## src/rtl/casAlignPkg.sv

```systemverilog
package casAlignPkg;

  // Remaining-word counter width: the longest fixed burst is 8 words.
  localparam int LEFT_W = 3;

  // Strobes from the control to the datapath for one clock.
  typedef struct packed {
    logic take;  // capture dqIn and present it as valid
    logic last;  // captured word ends a fixed-length burst
  } alignStrobes_t;

  // Words that follow the first one for a fixed burst length code.
  function automatic logic [LEFT_W-1:0] wordsAfterFirst(input logic [1:0] sel);
    return LEFT_W'((1 << sel) - 1);
  endfunction

endpackage

```

## src/rtl/casAlignCtrl.sv

```systemverilog
module casAlignCtrl
  import casAlignPkg::*;
#(
  parameter int MAX_CL = 3,
  localparam int CL_W = $clog2(MAX_CL + 1)
) (
  input  logic            clk,
  input  logic            rstN,
  input  logic            readIssue,
  input  logic            stopIssue,
  input  logic [CL_W-1:0] casLatency,
  input  logic [2:0]      burstCode,
  output alignStrobes_t   strobes
);

  // Event pipes: an entry at index i matures i+1 edges after it is written.
  logic [MAX_CL-1:0] startPipe, stopPipe, fullPipe;
  logic [MAX_CL-1:0] startNext, stopNext, fullNext;
  logic [LEFT_W-1:0] leftPipe [MAX_CL];
  logic [LEFT_W-1:0] leftNext [MAX_CL];

  logic [CL_W-1:0]   curIdx, idxNext, newIdx;
  logic              active, activeNext;
  logic              fullMode, fullNow;
  logic [LEFT_W-1:0] wordsLeft, leftNow;

  function automatic logic [CL_W-1:0] clampIdx(input logic [CL_W-1:0] lat);
    if (lat == '0) return '0;
    else if (lat > CL_W'(MAX_CL)) return CL_W'(MAX_CL - 1);
    else return lat - 1'b1;
  endfunction

  // Event insertion and ageing
  always_comb begin
    newIdx    = clampIdx(casLatency);
    startNext = startPipe >> 1;
    stopNext  = stopPipe >> 1;
    fullNext  = fullPipe >> 1;
    for (int i = 0; i < MAX_CL - 1; i++) leftNext[i] = leftPipe[i+1];
    leftNext[MAX_CL-1] = '0;
    idxNext = curIdx;
    if (readIssue) begin
      // Anything maturing at or after the new start belongs to older reads.
      for (int i = 0; i < MAX_CL; i++) begin
        if (i >= int'(newIdx)) begin
          startNext[i] = 1'b0;
          stopNext[i]  = 1'b0;
        end
      end
      startNext[newIdx] = 1'b1;
      fullNext[newIdx]  = burstCode[2];
      leftNext[newIdx]  = wordsAfterFirst(burstCode[1:0]);
      if (curIdx < newIdx) stopNext[curIdx] = 1'b1;
      idxNext = newIdx;
    end else if (stopIssue) begin
      stopNext[curIdx] = 1'b1;
    end
  end

  // Burst tracking at the capture edge
  always_comb begin
    strobes    = '0;
    activeNext = active;
    fullNow    = fullMode;
    leftNow    = wordsLeft;
    if (startPipe[0]) begin
      strobes.take = 1'b1;
      strobes.last = !fullPipe[0] && (leftPipe[0] == '0);
      fullNow      = fullPipe[0];
      leftNow      = leftPipe[0];
      activeNext   = fullPipe[0] || (leftPipe[0] != '0);
    end else if (stopPipe[0]) begin
      activeNext = 1'b0;
    end else if (active) begin
      strobes.take = 1'b1;
      if (!fullMode) begin
        strobes.last = (wordsLeft == LEFT_W'(1));
        leftNow      = wordsLeft - 1'b1;
        activeNext   = (wordsLeft != LEFT_W'(1));
      end
    end
  end

  always_ff @(posedge clk) begin
    if (!rstN) begin
      startPipe <= '0;
      stopPipe  <= '0;
      fullPipe  <= '0;
      for (int i = 0; i < MAX_CL; i++) leftPipe[i] <= '0;
      curIdx    <= '0;
      active    <= 1'b0;
      fullMode  <= 1'b0;
      wordsLeft <= '0;
    end else begin
      startPipe <= startNext;
      stopPipe  <= stopNext;
      fullPipe  <= fullNext;
      for (int i = 0; i < MAX_CL; i++) leftPipe[i] <= leftNext[i];
      curIdx    <= idxNext;
      active    <= activeNext;
      fullMode  <= fullNow;
      wordsLeft <= leftNow;
    end
  end

endmodule

```

## src/rtl/casAlignData.sv

```systemverilog
module casAlignData
  import casAlignPkg::*;
#(
  parameter int DATA_W = 16
) (
  input  logic              clk,
  input  logic              rstN,
  input  alignStrobes_t     strobes,
  input  logic [DATA_W-1:0] dqIn,
  output logic [DATA_W-1:0] rdData,
  output logic              rdValid,
  output logic              rdLast
);

  always_ff @(posedge clk) begin
    if (!rstN) begin
      rdData  <= '0;
      rdValid <= 1'b0;
      rdLast  <= 1'b0;
    end else begin
      rdValid <= strobes.take;
      rdLast  <= strobes.last;
      if (strobes.take) rdData <= dqIn;
    end
  end

endmodule

```

## src/rtl/casReadAligner.sv

```systemverilog
module casReadAligner
  import casAlignPkg::*;
#(
  parameter int DATA_W = 16,
  parameter int MAX_CL = 3,
  localparam int CL_W = $clog2(MAX_CL + 1)
) (
  input  logic              clk,
  input  logic              rstN,
  input  logic              readIssue,
  input  logic              stopIssue,
  input  logic [CL_W-1:0]   casLatency,
  input  logic [2:0]        burstCode,
  input  logic [DATA_W-1:0] dqIn,
  output logic [DATA_W-1:0] rdData,
  output logic              rdValid,
  output logic              rdLast
);

  alignStrobes_t strobes;

  casAlignCtrl #(.MAX_CL(MAX_CL)) ctrl_i (
    .clk(clk), .rstN(rstN), .readIssue(readIssue), .stopIssue(stopIssue),
    .casLatency(casLatency), .burstCode(burstCode), .strobes(strobes)
  );

  casAlignData #(.DATA_W(DATA_W)) data_i (
    .clk(clk), .rstN(rstN), .strobes(strobes), .dqIn(dqIn),
    .rdData(rdData), .rdValid(rdValid), .rdLast(rdLast)
  );

endmodule

```

## config.mk

```make
export PLATFORM = sky130hd
export DESIGN_NAME = casReadAligner
export DESIGN_NICKNAME = d
export VERILOG_FILES = /design/src/rtl/casAlignPkg.sv /design/src/rtl/casAlignCtrl.sv /design/src/rtl/casAlignData.sv /design/src/rtl/casReadAligner.sv
export SDC_FILE = /design/constraint.sdc
export NUM_CORES = 1
export LEC_CHECK = 0
export ABC_AREA = 1
export BUFFER_PORTS_ARGS = -buffer_cell sky130_fd_sc_hd__buf_2
export CORE_UTILIZATION = 40
export CTS_BUF_LIST = sky130_fd_sc_hd__clkbuf_4 sky130_fd_sc_hd__clkbuf_8 sky130_fd_sc_hd__clkbuf_16
export DETAILED_ROUTE_END_ITERATION = 6
export PLACE_DENSITY_LB_ADDON = 0.1
export SETUP_SLACK_MARGIN = 0.5
export SYNTH_ARGS = -nofsm -noshare
export SYNTH_HDL_FRONTEND = slang
export SYNTH_SLANG_ARGS = --single-unit
export TNS_END_PERCENT = 1
```

## constraint.sdc

```tcl
create_clock -name clk -period 1.3 [get_ports clk]
set_input_delay 0.065 -clock clk [delete_from_list [all_inputs] [get_ports clk]]
set_output_delay 0.065 -clock clk [all_outputs]
set_load 0.05 [all_outputs]
```

==> flow_summary.toml, run 1 <==
[global_routing]
antenna_found_initial = 0
grt_pass1_wl_um = 5570
global_route.usage.total_pct = 16.6
overflow = 0
first_global_vias = 1262
grt_max_degree = 19

[floorplan]
top_level_ports = 43
initial_utilization_pct = 42.4
placementRows = 23
die_w_um = 67.6
fp.dieH_um = 67.6
die-area_um2 = 4570
coreArea_um2 = 4060

[sta]
finalHoldViolations = 0
fmax_mhz = 1020
worstMarginPinSlew_ns = 0.295
clock_period_minus_worst_slack_ns = 0.984
fin_crit_sh_pct = 75.7
setup_viol = 0
hold-worst-slack_ns = 0.00325
rsz0062_at_grt = "true"
postLayoutSetupSlackWorst_ns = 0.316
finClkSkew_ns = 0.00496
timing_max_transition_violations_final = 0
slew_headroom_pct = 80.3
setup_tns_ns = 0

[critical_path]
regToRegSetupSlack_ns = 0.32
timing_worst_setup_path_type = "flip-flop to flip-flop"
critical_r2r_launch = "ctrl_i.curIdx[1]"
crit_fanout = 4
worst_ep_required_time_ns = 1.48
crit_arrival_ns = 1.16
critPathCaptureType = "flip-flop"
start_kind = "flip-flop"
rr_endpoint = "ctrl_i.stopPipe[1]"
worst_r2r_path_depth = 6

[synthesis]
ys_dominant_reg_cell = "sky130_fd_sc_hd__dfxtp_1"
postSynthNetCount = 247
yosys_warnings = 0
synth-seq-cells = 43
post_synth_edffs = 0
asyncSetResetFlopFracSynth_pct = 0
synth.avg_cell_area_um2 = 7.86
mappedNetlistArea_um2 = 1720
netlist-cell-type-count = 27
ys_seq_area_share_pct = 50.0
synth.top_cells.by_area = "sky130_fd_sc_hd__dfxtp_1 50%, sky130_fd_sc_hd__nor2_1 10%, sky130_fd_sc_hd__o21ai_0 7.6%"
yosysTopAreaCell = "sky130_fd_sc_hd__dfxtp_1"
post-synth-top-area-fraction_pct = 50.0
synth_cells = 219

[finish]
finalNonFillerCells = 324
fin_nets = 302
final_util_pct = 54.5
antennaDiodeCount = 0
layout.cell_area.non_filler_um2 = 2210
layout_common_cells = "44 x sky130_fd_sc_hd__nor2_1, 42 x sky130_fd_sc_hd__buf_2, 40 x sky130_fd_sc_hd__dfxtp_1"
ratio_of_cells_with_drive_above_1_in_the_final_layout_pct = 30.7
synth_to_final_area_change_pct = 28.7
final.fill_count = 391
layout_commonest_cell = "sky130_fd_sc_hd__nor2_1"

[clocking]
num_cts_buffers = 5
ctsLongestPathBuffers = 2
htree_num_levels = 2
clk_latency_ns = 0.29
cts_num_sinks = 43
post_cts_buffers = 0
tritoncts_clock_tree = "yes"
clk_root_buffer_cell = "sky130_fd_sc_hd__clkbuf_8"
reg_clk_slew_reported_paths_ns = 0.08

[detailed_routing]
drc = 0
route.final.wire_length_um = 3380
total_via_count_in_the_routed_design = 1469
detail_route.first_pass.iterations = 4
drt_first_iter_violations = 34
routedWlPerCell_um = 10.4
vias_per_cell = 4.53
number_of_nets_with_antenna_violations_after_routing = 0

[placed_design]
place_hpwl_um = 2350
dpl_worst_slack_ns = 0.233
place.detailed.instances = 307
dpl_cell_area_um2 = 1970
gpl.final_weighted_congestion = 0.769
port_buffers = 42

[pwr]
vdd.ir_drop.worst_v = 0.000842
power.internal_mw = 2.17
clock_share_of_power_pct = 33.2
total_switching_power_uw = 866
switching_share_pct = 28.6
sequentialPowerShare_pct = 47.6
pwr-share-comb_pct = 19.2
pwrdens_nw_per_um2 = 1370
fin_total_pwr_mw = 3.03
leakage_nw = 1.06

[worst_hold_path]
hold-path-cell-count = 3
holdCritStartpoint = "dqIn[8]"
worst_hold_path_type = "input pin to flip-flop"
end_point_of_the_worst_hold_path = "data_i.rdData[8]"

[flow_run]
cap_violations = 0

[run_status]
run_status = "completed"
## logic make-up after synthesis
| family | after synthesis | synth area share, % |
|---|---|---|
| simple gates | 94 | 24.8 |
| compound gates | 46 | 13.9 |
| flops | 43 | 50.0 |
| buf+inv | 33 | 9.09 |
| fa+ha+maj | 3 | 2.18 |
## Yosys cell counts (2+ instances only)
master,instances
sky130_fd_sc_hd__o21ai_1,3
sky130_fd_sc_hd__nor2_4,2
sky130_fd_sc_hd__dfxtp_1,43
sky130_fd_sc_hd__a21oi_1,14
sky130_fd_sc_hd__inv_2,3
sky130_fd_sc_hd__nor2_2,11
sky130_fd_sc_hd__nand3_1,4
sky130_fd_sc_hd__nand2_2,2
sky130_fd_sc_hd__nor2_1,46
sky130_fd_sc_hd__o21ai_0,26
sky130_fd_sc_hd__inv_1,23
sky130_fd_sc_hd__nand4_1,3
sky130_fd_sc_hd__ha_1,3
sky130_fd_sc_hd__nand2_1,22
sky130_fd_sc_hd__or2_2,2
## layout make-up
cell class	count	area, um2	share of cell area, %
multi-input combinational	143	741	33.5
inverter	27	109	4.92
timing repair buffer	54	325	14.7
tap	50	62.6	2.83
sequential	43	870	39.3
clock buffer	6	76.3	3.45
clock inverter	1	30.0	1.36
## power groups by stage
stage               logic, mW  registers [mW]  clock network [mW]
finish                  0.581            1.44                1.01
global route            0.637            1.45                1.10
CTS                     0.582            1.44                1.04
detailed placement      0.544            1.47                   0
global placement        0.544            1.47                   0
floorplan               0.244            1.64                   0
## routing by layer
| layer | vias up | global-route usage, % | share of wire (%) |
|---|---|---|---|
| li1 | 803 | - | - |
| met1 | 632 | 23.3 | 51 |
| met2 | 29 | 22.6 | 44 |
| met3 | 5 | 4.39 | 3.8 |
| met4 | 0 | 8.78 | 1.5 |
| met5 | - | 0 | 0 |
## worst max-delay path by stage
stage | startpoint | endpoint | cells past startpoint
floorplan | ctrl_i.curIdx[1] | ctrl_i.stopPipe[1] | 6
global placement | ctrl_i.stopPipe[0] | data_i.rdData[1] | 6
detailed placement | ctrl_i.stopPipe[0] | data_i.rdData[12] | 6
CTS | ctrl_i.curIdx[1] | ctrl_i.stopPipe[0] | 4
global route | ctrl_i.curIdx[1] | ctrl_i.stopPipe[1] | 6
finish | ctrl_i.curIdx[1] | ctrl_i.stopPipe[1] | 6
## repair_timing
| action | CTS | global route |
|---|---|---|
| hold buffers | 9 | 1 |
| resized for setup | 14 | 0 |
| pin swaps | 9 | 0 |
| setup endpoints to repair | 43 | 44 |
| hold endpoints to repair | 9 | 1 |
## registers in the layout, indices dropped and copies added (netlist names)
name / count
ctrl_i.fullMode: 1
data_i.rdData: 16
ctrl_i.curIdx: 2
ctrl_i.startPipe: 3
ctrl_i.stopPipe: 3
data_i.rdLast: 1
ctrl_i.active: 1
data_i.rdValid: 1
ctrl_i.leftPipe: 9
ctrl_i.fullPipe: 3
ctrl_i.wordsLeft: 3
## worst max-delay path, cell delays in order (launching register included)
cell	delay, ns
sky130_fd_sc_hd__dfxtp_4	0.37
sky130_fd_sc_hd__ha_4	0.26
sky130_fd_sc_hd__inv_2	0.02
sky130_fd_sc_hd__nand4_1	0.05
sky130_fd_sc_hd__nor2_1	0.04
sky130_fd_sc_hd__nor2_1	0.08
sky130_fd_sc_hd__nor2_1	0.05
(Power assumes the default switching activity.)
==> run 2: changes to the inputs <==
==> constraint.sdc (replaced) <==
create_clock -name clk -period 0.8 [get_ports clk]
set_input_delay 0.04 -clock clk [delete_from_list [all_inputs] [get_ports clk]]
set_output_delay 0.04 -clock clk [all_outputs]
set_load 0.05 [all_outputs]
==> flow_summary.toml, run 2 (synthesized netlist as in run 1, its figures left out) <==
[run_status]
run_status = "finished with violations"
violations = "hold timing, setup timing"

[worst_hold_path]
end_point_of_the_worst_hold_path = "data_i.rdData[0]"
hold-path-cell-count = 3
holdCritStartpoint = "dqIn[0]"
worst_hold_path_type = "input pin to flip-flop"

[critical_path]
crit_arrival_ns = 1.23
critical_r2r_launch = "ctrl_i.curIdx[1]"
worst_r2r_path_depth = 6
cpLargestDelayFamily = "flip-flops"
start_kind = "flip-flop"
rr_endpoint = "ctrl_i.stopPipe[1]"
crit_fanout = 3
regToRegSetupSlack_ns = -0.20
timing_worst_setup_path_type = "flip-flop to flip-flop"
worst_setup_path_startpoint = "ctrl_i.curIdx[1]"
path_buf_inv = 1
critPathCaptureType = "flip-flop"
crit_path_max_incr_delay_ns = 0.37
cp_slowest_cell = "sky130_fd_sc_hd__dfxtp_4"
worst_ep_required_time_ns = 1.03
cpMostUsedCell = "sky130_fd_sc_hd__nor2_1"
cp_cell_sequence = "ha_4 -> inv_2 -> nand4_1 -> nor2_1 -> nor2_1 -> nor2_1"

[pwr]
fin_total_pwr_mw = 5.00
leakage_nw = 1.17
pwr-share-comb_pct = 24.7
pwrdens_nw_per_um2 = 1960
sequentialPowerShare_pct = 48.0
clock_share_of_power_pct = 27.2
switching_share_pct = 30.8
total_switching_power_mw = 1.54
power.internal_mw = 3.46
vdd.ir_drop.worst_v = 0.00137

[sta]
hold-worst-slack_ns = -0.0244
postLayoutSetupSlackWorst_ns = -0.199
fin_crit_sh_pct = 125
setup_viol = 42
finClkSkew_ns = 0.00652
clock_period_minus_worst_slack_ns = 0.999
fmax_mhz = 1000
slew_headroom_pct = 84.2
finalHoldViolations = 14
worstMarginPinSlew_ns = 0.235
timing_max_transition_violations_final = 0
rsz0062_at_grt = "true"
setup_tns_ns = -3.24

[global_routing]
first_global_vias = 1348
grt_pass1_wl_um = 6000
antenna_found_initial = 0
global_route.usage.total_pct = 17.5
grt_max_degree = 19
overflow = 0

[detailed_routing]
total_via_count_in_the_routed_design = 1532
route.final.wire_length_um = 3660
detail_route.first_pass.iterations = 4
vias_per_cell = 4.55
drt_first_iter_violations = 52
drc = 0
routedWlPerCell_um = 10.8
number_of_nets_with_antenna_violations_after_routing = 0

[placed_design]
dpl_worst_slack_ns = -0.255
port_buffers = 42
place.detailed.instances = 325
place_hpwl_um = 2490
gpl.final_weighted_congestion = 0.822
dpl_cell_area_um2 = 2110

[floorplan]
placementRows = 23
fp.dieH_um = 67.6
coreArea_um2 = 4060
top_level_ports = 43
die-area_um2 = 4570
die_w_um = 67.6
initial_utilization_pct = 42.4

[clocking]
ctsLongestPathBuffers = 2
cts_num_sinks = 43
reg_clk_slew_reported_paths_ns = 0.08
clk_root_buffer_cell = "sky130_fd_sc_hd__clkbuf_8"
clk_latency_ns = 0.29
tritoncts_clock_tree = "yes"
num_cts_buffers = 5
htree_num_levels = 2

[finish]
multi_input_combinational_cell_area_um2 = 816
max_flop_register = "data_i.rdData"
final_util_pct = 62.8
layout_commonest_cell = "sky130_fd_sc_hd__nor2_1"
fin_nets = 314
finalNonFillerCells = 337
regArea_um2 = 900
final.fill_count = 358
layout_common_cells = "39 x sky130_fd_sc_hd__nor2_1, 24 x sky130_fd_sc_hd__o21ai_1, 23 x sky130_fd_sc_hd__buf_2"
layout.cell_area.non_filler_um2 = 2550
antennaDiodeCount = 0
largestRegisters = "data_i.rdData: 16 flops, ctrl_i.leftPipe: 9 flops"
synth_to_final_area_change_pct = 48.1
largest_register_ffs = 16
ratio_of_cells_with_drive_above_1_in_the_final_layout_pct = 50.9

[flow_run]
cap_violations = 0
==> run 2: cell count changes in the layout (fill, tap and decap cells not counted), moves of 10 or more <==
cell,before,now
sky130_fd_sc_hd__dfxtp_1,40,18
sky130_fd_sc_hd__dfxtp_2,1,22
sky130_fd_sc_hd__buf_2,42,23
sky130_fd_sc_hd__o21ai_0,23,4
sky130_fd_sc_hd__buf_4,2,20
sky130_fd_sc_hd__o21ai_1,6,24
sky130_fd_sc_hd__buf_8,0,14
sky130_fd_sc_hd__dlygate4sd3_1,10,0
==> run 2: worst min-delay path, stage by stage <==
cell and delay, ns:
sky130_fd_sc_hd__buf_2 0.08, sky130_fd_sc_hd__nor2_1 0.03, sky130_fd_sc_hd__nor2_1 0.08
==> run 2: worst max-delay path by stage <==
stage	to	cells past startpoint	slack, ns
after detailed placement	data_i.rdData[11]	6	-0.26
after CTS	ctrl_i.stopPipe[0]	4	-0.20
after global placement	ctrl_i.wordsLeft[1]	5	-0.22
after floorplan	ctrl_i.stopPipe[1]	6	-0.14
after global routing	ctrl_i.stopPipe[1]	6	-0.27
final	ctrl_i.stopPipe[1]	6	-0.20
==> run 2: timing repair <==
item / 4_1_cts / 5_1_grt
gates cloned: 2 / 0
gates resized for setup: 94 / 41
pin swaps: 29 / 18
setup endpoints to repair: 61 / 61
hold endpoints to repair: 17 / 8
buffers inserted: 1 / 1
==> run 2: layer usage <==
metal | up-vias | GRT usage, % | share of wire [%]
met3 | 5 | 4.05 | 2.8
met2 | 27 | 26.1 | 45
met4 | 0 | 5.59 | 0.77
met1 | 670 | 24.6 | 51
li1 | 830 | - | -
met5 | - | 0 | 0
==> run 2: area by class of cell <==
cell class,instances,share of cell area (%)
flip-flops and latches,43,35.3
multi-input cells,144,32.0
repair buffers,64,21.7
inverters,27,4.57
clock buffers,6,2.99
well taps,50,2.45
clock inverters,2,0.491
repair inverters,1,0.442
==> run 2: power by group through the flow <==
stage | Clock [mW] | Sequential [mW] | Combinational (mW)
final | 1.36 | 2.40 | 1.24
after global routing | 1.50 | 2.42 | 1.34
after CTS | 1.41 | 2.39 | 1.16
after detailed placement | 0 | 2.39 | 0.956
after global placement | 0 | 2.39 | 0.950
after floorplan | 0 | 2.67 | 0.397
